### config.mk
export PLATFORM = sky130hd
export DESIGN_NAME = isa_mem_fwd_decode
export DESIGN_NICKNAME = d
export VERILOG_FILES = /design/src/rtl/isa_mem_fwd_decode.sv
export SDC_FILE = /design/constraint.sdc
export NUM_CORES = 1
export LEC_CHECK = 0
export ABC_AREA = 1
export CAP_MARGIN = 15
export CORE_UTILIZATION = 43
export DETAILED_ROUTE_END_ITERATION = 16
export PLACE_DENSITY = 0.77
export REMOVE_ABC_BUFFERS = 1
export SLEW_MARGIN = 20
export SYNTH_ARGS = -nofsm -noshare
export SYNTH_HDL_FRONTEND = slang
export SYNTH_SLANG_ARGS = --single-unit
### constraint.sdc
create_clock -name clk -period 1.4 [get_ports clk]
set_input_delay 0.14 -clock clk [delete_from_list [all_inputs] [get_ports clk]]
set_output_delay 0.14 -clock clk [all_outputs]
set_load 0.02 [all_outputs]
### src/rtl/isa_mem_fwd_decode.sv
module isa_mem_fwd_decode #(
  parameter int AW          = 24,
  parameter logic [7:0] OFF_ROM   = 8'h49,
  parameter logic [7:0] OFF_BOT   = 8'h4A,
  parameter logic [7:0] OFF_TOP   = 8'h4B,
  parameter logic [7:0] RST_ROM   = 8'h00,
  parameter logic [7:0] RST_BOT   = 8'h10,
  parameter logic [7:0] RST_TOP   = 8'h0F
) (
  input  logic          clk,
  input  logic          rst_n,
  input  logic [7:0]    cfg_addr,
  input  logic          cfg_we,
  input  logic [7:0]    cfg_wdata,
  output logic [7:0]    cfg_rdata,
  input  logic          cyc_valid,
  input  logic [AW-1:0] cyc_addr,
  output logic          dec_valid,
  output logic [AW-1:0] dec_addr,
  output logic          dec_fwd,
  output logic          dec_rom_hit,
  output logic          dec_hole_hit
);

  localparam int SEG_LSB = AW - 8;

  logic [7:0] rom_en, hole_bot, hole_top;
  logic [7:0] seg;
  logic       above_1m, in_rom_range, rom_hit, hole_on, hole_hit;

  always_ff @(posedge clk) begin
    if (!rst_n) begin
      rom_en   <= RST_ROM;
      hole_bot <= RST_BOT;
      hole_top <= RST_TOP;
    end else if (cfg_we) begin
      case (cfg_addr)
        OFF_ROM: rom_en   <= cfg_wdata;
        OFF_BOT: hole_bot <= cfg_wdata;
        OFF_TOP: hole_top <= cfg_wdata;
        default: ;
      endcase
    end
  end

  always_comb begin
    case (cfg_addr)
      OFF_ROM: cfg_rdata = rom_en;
      OFF_BOT: cfg_rdata = hole_bot;
      OFF_TOP: cfg_rdata = hole_top;
      default: cfg_rdata = 8'h00;
    endcase
  end

  assign seg          = cyc_addr[AW-1:SEG_LSB];
  assign above_1m     = |cyc_addr[AW-1:20];
  assign in_rom_range = (cyc_addr[AW-1:17] == (AW-17)'(6));
  assign rom_hit      = in_rom_range && rom_en[cyc_addr[16:14]];
  assign hole_on      = hole_top >= hole_bot;
  assign hole_hit     = above_1m && hole_on && (seg >= hole_bot) && (seg <= hole_top);

  always_ff @(posedge clk) begin
    if (!rst_n) begin
      dec_valid    <= 1'b0;
      dec_addr     <= '0;
      dec_fwd      <= 1'b0;
      dec_rom_hit  <= 1'b0;
      dec_hole_hit <= 1'b0;
    end else begin
      dec_valid <= cyc_valid;
      if (cyc_valid) begin
        dec_addr     <= cyc_addr;
        dec_rom_hit  <= rom_hit;
        dec_hole_hit <= hole_hit;
        dec_fwd      <= rom_hit || (above_1m && !hole_hit);
      end
    end
  end

  a_r2_bot_write: assert property (@(posedge clk) disable iff (!rst_n)
    cfg_we && cfg_addr == OFF_BOT |=> hole_bot == $past(cfg_wdata));
  a_r2_top_write: assert property (@(posedge clk) disable iff (!rst_n)
    cfg_we && cfg_addr == OFF_TOP |=> hole_top == $past(cfg_wdata));
  a_r3_unmapped_zero: assert property (@(posedge clk) disable iff (!rst_n)
    cfg_addr != OFF_ROM && cfg_addr != OFF_BOT && cfg_addr != OFF_TOP |-> cfg_rdata == 8'h00);
  a_r6_hole_blocks: assert property (@(posedge clk) disable iff (!rst_n)
    dec_valid && dec_hole_hit |-> !dec_fwd && !dec_rom_hit);
  a_r4_rom_forwards: assert property (@(posedge clk) disable iff (!rst_n)
    dec_valid && dec_rom_hit |-> dec_fwd && dec_addr[AW-1:20] == '0);
  a_r7_hole_off: assert property (@(posedge clk) disable iff (!rst_n)
    cyc_valid && hole_top < hole_bot |=> !dec_hole_hit);
  a_r9_valid_follows: assert property (@(posedge clk) disable iff (!rst_n)
    cyc_valid |=> dec_valid && dec_addr == $past(cyc_addr));
  a_r9_valid_idle: assert property (@(posedge clk) disable iff (!rst_n)
    !cyc_valid |=> !dec_valid);

endmodule

==> metrics.cfg, run 1 <==
[yosys]
synth_top_area_cell=dfxtp_1
yosys-top-cells-area=dfxtp_1 (39%), ha_1 (11%), o21ai_0 (7.7%)
ys_seq_area_share_pct=39.0
synth-async-reset-ratio_pct=0
netlist_instances=359
synth_cell_types=30
synth_seq_cells=52
ys.warnings.count=0
synth_ff_type=dfxtp_1
synth_top_area_share_pct=39.0
synth_enable_flop_cells=0
syn-cell-area_mm2=0.00267
avgSynthCellArea_um2=7.43

[worst_setup_path]
crit_end=dec_fwd
critical_path.endpoint_type=flip-flop
rrSetupSlack_ns=-0.10
worstReg2RegStart=hole_bot[1]
critPathKind=reg2reg
crit_required_ns=1.59
crit-reg2reg-capture=dec_fwd
startpoint=hole_bot[1]
cp.arrival_ns=1.70
start_kind=flip-flop
crit_path_max_fanout=3
r2r_cells=11

[placement]
dpl.hpwl_um=5500
io_buffers=79
place_area_mm2=0.00373
pre_cts_ws_ns=-0.902
gp_congestion=0.857
dp_cells=533

[clock_tree]
path_clk_slew_ns=0.09
cts_sinks=52
cts_root_buffer=clkbuf_8
numCtsBuffers=5
cts_tree=yes
clock_path_buffers=2
htreeDepth=2
clk_latency_ns=0.31

[timing]
final_hold_viol_count=0
whs_ns=0.411
slew_viol_final=0
rsz0062_at_grt=yes
finClkSkew_ns=0.00685
slew_headroom_pct=73.5
post-route-min-period_ns=1.50
max_freq_mhz=665
fin_crit_sh_pct=107
finalSetupViolCount=2
worst_slack_ns=-0.103
tightest_slew_ns=0.397

[layout]
final-instance-count-excl-fill=551
area_growth_syn_to_layout_pct=56.4
fin_util_pct=70.0
nFillCells=500
final_cell_mix=nand2_1 (50), nor2_1 (47), buf_4 (46)
final_common_cell=nand2_1
n_antenna_cell=0
fin_nets=543
multi_input_area_mm2=0.00165
ff_latch_area_mm2=0.00106
finalInstanceArea_mm2=0.00417
drive_above_1_share_pct=27.1

[floorplanning]
std_cell_rows=28
dieArea_mm2=0.00652
core_area_mm2=0.00596
start_util_pct=44.8
fp.dieW_um=80.7
die_height_um=80.7
io_pins=80

[drt]
vias=2792
drt-pass1-iter-count=4
drc_errors=0
ant_nets=0
post_drt_wl_per_cell_um=14.3
viasPerCell=5.07
first_iter_violations=167
wl_um=7900

[min_path]
hold_depth=3
hold_path_class=in2reg

[grt]
grt_usage_pct=25.4
overflow=0
grt_pass1_vias=2751
grt_pass1_wl_um=12700
antenna_found_initial=0
grt_start_max_net_pins=26

[run_status]
failed_checks=negative setup slack
status=finished with violations

[power_and_ir_drop]
p_per_area_mw_per_mm2=727
ir_drop_mv=0.585
power_leakage_nw=2.06

[job]
maxCapViolCount=0

## sequential cells by signal (all words and copies together), names as in the netlist
name          flops
dec_valid         1
hole_bot          8
dec_addr         24
dec_hole_hit      1
hole_top          8
rom_en            8
dec_fwd           1
dec_rom_hit       1
## critical path: stages (launching register included)
cell and delay, ns:
dfxtp_2 0.34, inv_2 0.06, ha_4 0.26, nand2_1 0.05, nor2_1 0.10, nor2_1 0.04
nand2_1 0.07, nand2_1 0.06, a21oi_2 0.15, nand3_2 0.10, nand2_1 0.08, a21oi_1 0.06
## worst min path at each step
stage	start	end	slack (ns)
floorplan	cyc_valid	dec_addr[15]	0.23
global placement	dec_addr[19]	dec_addr[19]	0.45
detailed placement	dec_addr[19]	dec_addr[19]	0.46
CTS	cyc_addr[2]	dec_addr[2]	0.41
global route	cyc_addr[0]	dec_addr[0]	0.40
finish	cyc_addr[9]	dec_addr[9]	0.41
## Yosys cell counts (2+ instances only)
master,number
inv_1,44
ha_1,24
buf_6,2
nor2_2,2
inv_2,3
a21oi_1,40
o221ai_1,8
dfxtp_1,52
nand2_1,53
clkbuf_1,9
nor3_1,2
o21ai_0,41
o211ai_1,2
nor2_1,50
nand3_1,5
o21ai_1,8
## logic make-up after synthesis
group	synth area share [%]
buf+inv	9.29
compound gates	20.7
flops	39.0
simple gates	19.7
fa+ha+maj	11.3
## area by class of cell
cell class	count	area share, %
Inverter	49	4.59
Multi-Input combinational cell	248	39.6
Sequential cell	52	25.4
Clock buffer	8	2.16
Timing Repair Buffer	119	26.1
Tap cell	75	2.25
## per-layer routing
layer | vias up | part of all wire [%] | global-route usage, % | wire (um)
met5 | - | 0 | 0 | 0
met4 | 0 | 1.5 | 6.25 | 116
met3 | 10 | 7.9 | 7.75 | 623
met2 | 92 | 49 | 44.2 | 3860
met1 | 1269 | 42 | 30.6 | 3300
li1 | 1421 | - | - | -
## stage by stage
step | power (W) | setup TNS (ns)
2_1_floorplan | 0.00180 | 0
3_3_place_gp | 0.00214 | -14.04
3_5_place_dp | 0.00216 | -16.71
4_1_cts | 0.00303 | -0.250
5_1_grt | 0.00317 | -0.614
6_report | 0.00303 | -0.126
## repair_timing
action,4_1_cts,5_1_grt
pin swaps,24,17
endpoints found under the setup margin,47,38
resized for setup,138,39
hold buffers,0,0
setup buffers,6,2
cloned,2,0
## report_power, final
group	switching [W]	internal [W]
sequential	0.0000229	0.00153
combinational	0.000307	0.000285
clock	0.000484	0.000404
Power figures use the tool's default switching activity.
==> inputs of run 2 (changes only) <==
--- a/config.mk
+++ b/config.mk
@@ -8,8 +8,10 @@
 export ABC_AREA = 1
 export CAP_MARGIN = 15
 export CORE_UTILIZATION = 43
+export CTS_CLUSTER_SIZE = 16
 export DETAILED_ROUTE_END_ITERATION = 16
 export PLACE_DENSITY = 0.77
+export RECOVER_POWER = 50
 export REMOVE_ABC_BUFFERS = 1
 export SLEW_MARGIN = 20
 export SYNTH_ARGS = -nofsm -noshare
==> constraint.sdc (replaced) <==
create_clock -name clk -period 1.3 [get_ports clk]
set_input_delay 0.13 -clock clk [delete_from_list [all_inputs] [get_ports clk]]
set_output_delay 0.13 -clock clk [all_outputs]
set_load 0.02 [all_outputs]
==> run 2 against run 1 <==
The flow still finishes with violations (negative setup slack); global-route usage is 0.82 points higher; first-iteration DRC count increased by 14%; count of clock-buffer cells in the layout shrank 3; total power is 26% higher; largest power group unchanged; clock skew is 0.0031 ns lower; clock power rose by 71%; setup slack worse by 0.18 ns; wire length increased by 7.0%; critical path depth is the same; final cell count increased by 1.8%; cell area rose by 1.5%; die area did not move.
==> metrics.cfg, run 2 (synthesis gave the netlist of run 1 again) <==
[worst_setup_path]
cp_slowest_cell=dfxtp_2
startpoint=hole_bot[1]
cp.arrival_ns=1.78  ; +0.08 ns
critical_path.endpoint_type=flip-flop
critPathKind=reg2reg
cpPeakStageDelay_ns=0.35  ; about the same
worstReg2RegStart=hole_bot[1]
start_kind=flip-flop
crit_top_cell=nand2_1
crit_path_max_fanout=3  ; unchanged
crit_required_ns=1.50  ; -0.09 ns
crit_chain=inv_2 -> ha_4 -> nand2_1 -> nand2_1 -> nand2_1 -> nand2_1 -> nand2_1 -> a21oi_2 -> nand3_2 -> nand2_2 -> a21oi_2

[placement]
pre_cts_ws_ns=-0.953  ; -0.0515 ns
io_buffers=79  ; unchanged
dpl.hpwl_um=5710  ; +3.7%
gp_congestion=0.861  ; +0.43%
place_area_mm2=0.00383  ; +2.8%

[timing]
finalSetupViolCount=10  ; +8
whs_ns=0.401  ; -0.00942 ns
slew_viol_final=0  ; unchanged
finClkSkew_ns=0.00379  ; -0.00306 ns
tightest_slew_ns=0.428  ; +0.0310 ns
post-route-min-period_ns=1.58  ; +0.0776 ns
worst_slack_ns=-0.280  ; -0.178 ns
rsz0062_at_grt=yes
slew_headroom_pct=71.4  ; -2.0 points
final_hold_viol_count=0  ; unchanged
max_freq_mhz=633  ; -4.9%
fin_crit_sh_pct=122  ; +14 points

[power_and_ir_drop]
p_per_area_mw_per_mm2=905  ; +24%
total_power_w=0.00383  ; +26%
ir_drop_mv=0.761  ; +30%
power_leakage_nw=1.96  ; -4.7%

[drt]
ant_nets=0  ; unchanged
post_drt_wl_per_cell_um=15.1  ; +5.1%
first_iter_violations=191  ; +14%
drc_errors=0  ; unchanged
route.met2.wl_um=4100  ; +6.2%
viasPerCell=5.14  ; +1.4%
drt-pass1-iter-count=4  ; unchanged
wl_met1_um=3400  ; +3.1%
route.top_layer_used=met4
route.met3.wl_um=749  ; +20%
vias=2882  ; +3.2%
wl_um=8460  ; +7.0%

[floorplanning]
die_height_um=80.7  ; unchanged
dieArea_mm2=0.00652  ; unchanged
start_util_pct=44.8  ; unchanged
fp.dieW_um=80.7  ; unchanged
io_pins=80  ; unchanged
core_area_mm2=0.00596  ; unchanged
std_cell_rows=28  ; unchanged

[layout]
final_common_cell=buf_4
largest_register_ffs=24  ; unchanged
finalInstanceArea_mm2=0.00423  ; +1.5%
final_cell_mix=buf_4 (49), nor2_1 (46), nand2_1 (43)
fin_nets=553  ; +1.8%
regMostFlops=dec_addr
fin_util_pct=71.1  ; +1.0 points
nFillCells=493  ; -1.4%
area_growth_syn_to_layout_pct=58.7
n_antenna_cell=0  ; unchanged
drive_above_1_share_pct=29.2  ; +2.1 points

[grt]
grt_start_max_net_pins=25  ; -3.8%
antenna_found_initial=0  ; unchanged
grt_usage_pct=26.2  ; +0.82 points
grt_pass1_wl_um=13100  ; +3.0%
overflow=0  ; unchanged
grt_pass1_vias=2842  ; +3.3%

[clock_tree]
htreeDepth=2  ; unchanged
clock_path_buffers=2  ; unchanged
path_clk_slew_ns=0.10  ; about the same
numCtsBuffers=5  ; unchanged
clk_latency_ns=0.31  ; about the same
cts_sinks=52  ; unchanged
cts_hold_buf=0  ; unchanged
cts_tree=yes
cts_root_buffer=clkbuf_8

[job]
maxCapViolCount=0  ; unchanged

[run_status]
status=finished with violations
failed_checks=negative setup slack

[min_path]
hold_path_class=in2reg
hp-start=cyc_addr[5]

run 2: worst paths after layout:
kind | endpoint | slack [ns] | cells after the start
min reg2reg | dec_addr[18] | 0.48 | 2
max | dec_fwd | -0.28 | 11
max reg2reg | dec_fwd | -0.28 | 11
min | dec_addr[5] | 0.40 | 3
run 2: layout make-up:
class	instances	area (um2)	area share, %
Tap cell	75	93.8	2.22
Clock buffer	5	68.8	1.63
Sequential cell	52	1060	25.0
Timing Repair Buffer	130	1120	26.4
Multi-Input combinational cell	247	1610	38.1
Clock inverter	3	90.1	2.13
Inverter	49	194	4.58
run 2: per-stage QoR:
stage | setup TNS, ns | std cells
after detailed placement | -20.57 | 545
after floorplan | -0.0256 | 347
after CTS | -0.437 | 559
after global placement | -17.68 | 545
final | -0.941 | 561
after global routing | -2.23 | 561
run 2: per-layer routing:
metal / GRT usage [%] / up-vias
met2: 45.0 / 113
li1: - / 1438
met3: 7.98 / 19
met5: 0 / -
met1: 30.8 / 1312
met4: 9.64 / 0
run 2: repair_timing:
| item | CTS | global route |
|---|---|---|
| pin swaps | 18 | 17 |
| endpoints found under the setup margin | 62 | 16 |
| buffers inserted | 5 | 3 |
| resized for setup | 151 | 30 |
| gates cloned | 1 | 0 |
run 2: where the power goes:
part           internal (W)  switching [W]
clock network      0.000962       0.000562
logic              0.000302       0.000334
registers           0.00165      0.0000225
run 2: worst max-delay path, delay by kind of cell, from the launching register on:
kind	cells	cell delay, ns
compound gates	2	0.22
fa+ha+maj	1	0.26
buf+inv	1	0.06
flops	1	0.35
simple gates	7	0.56
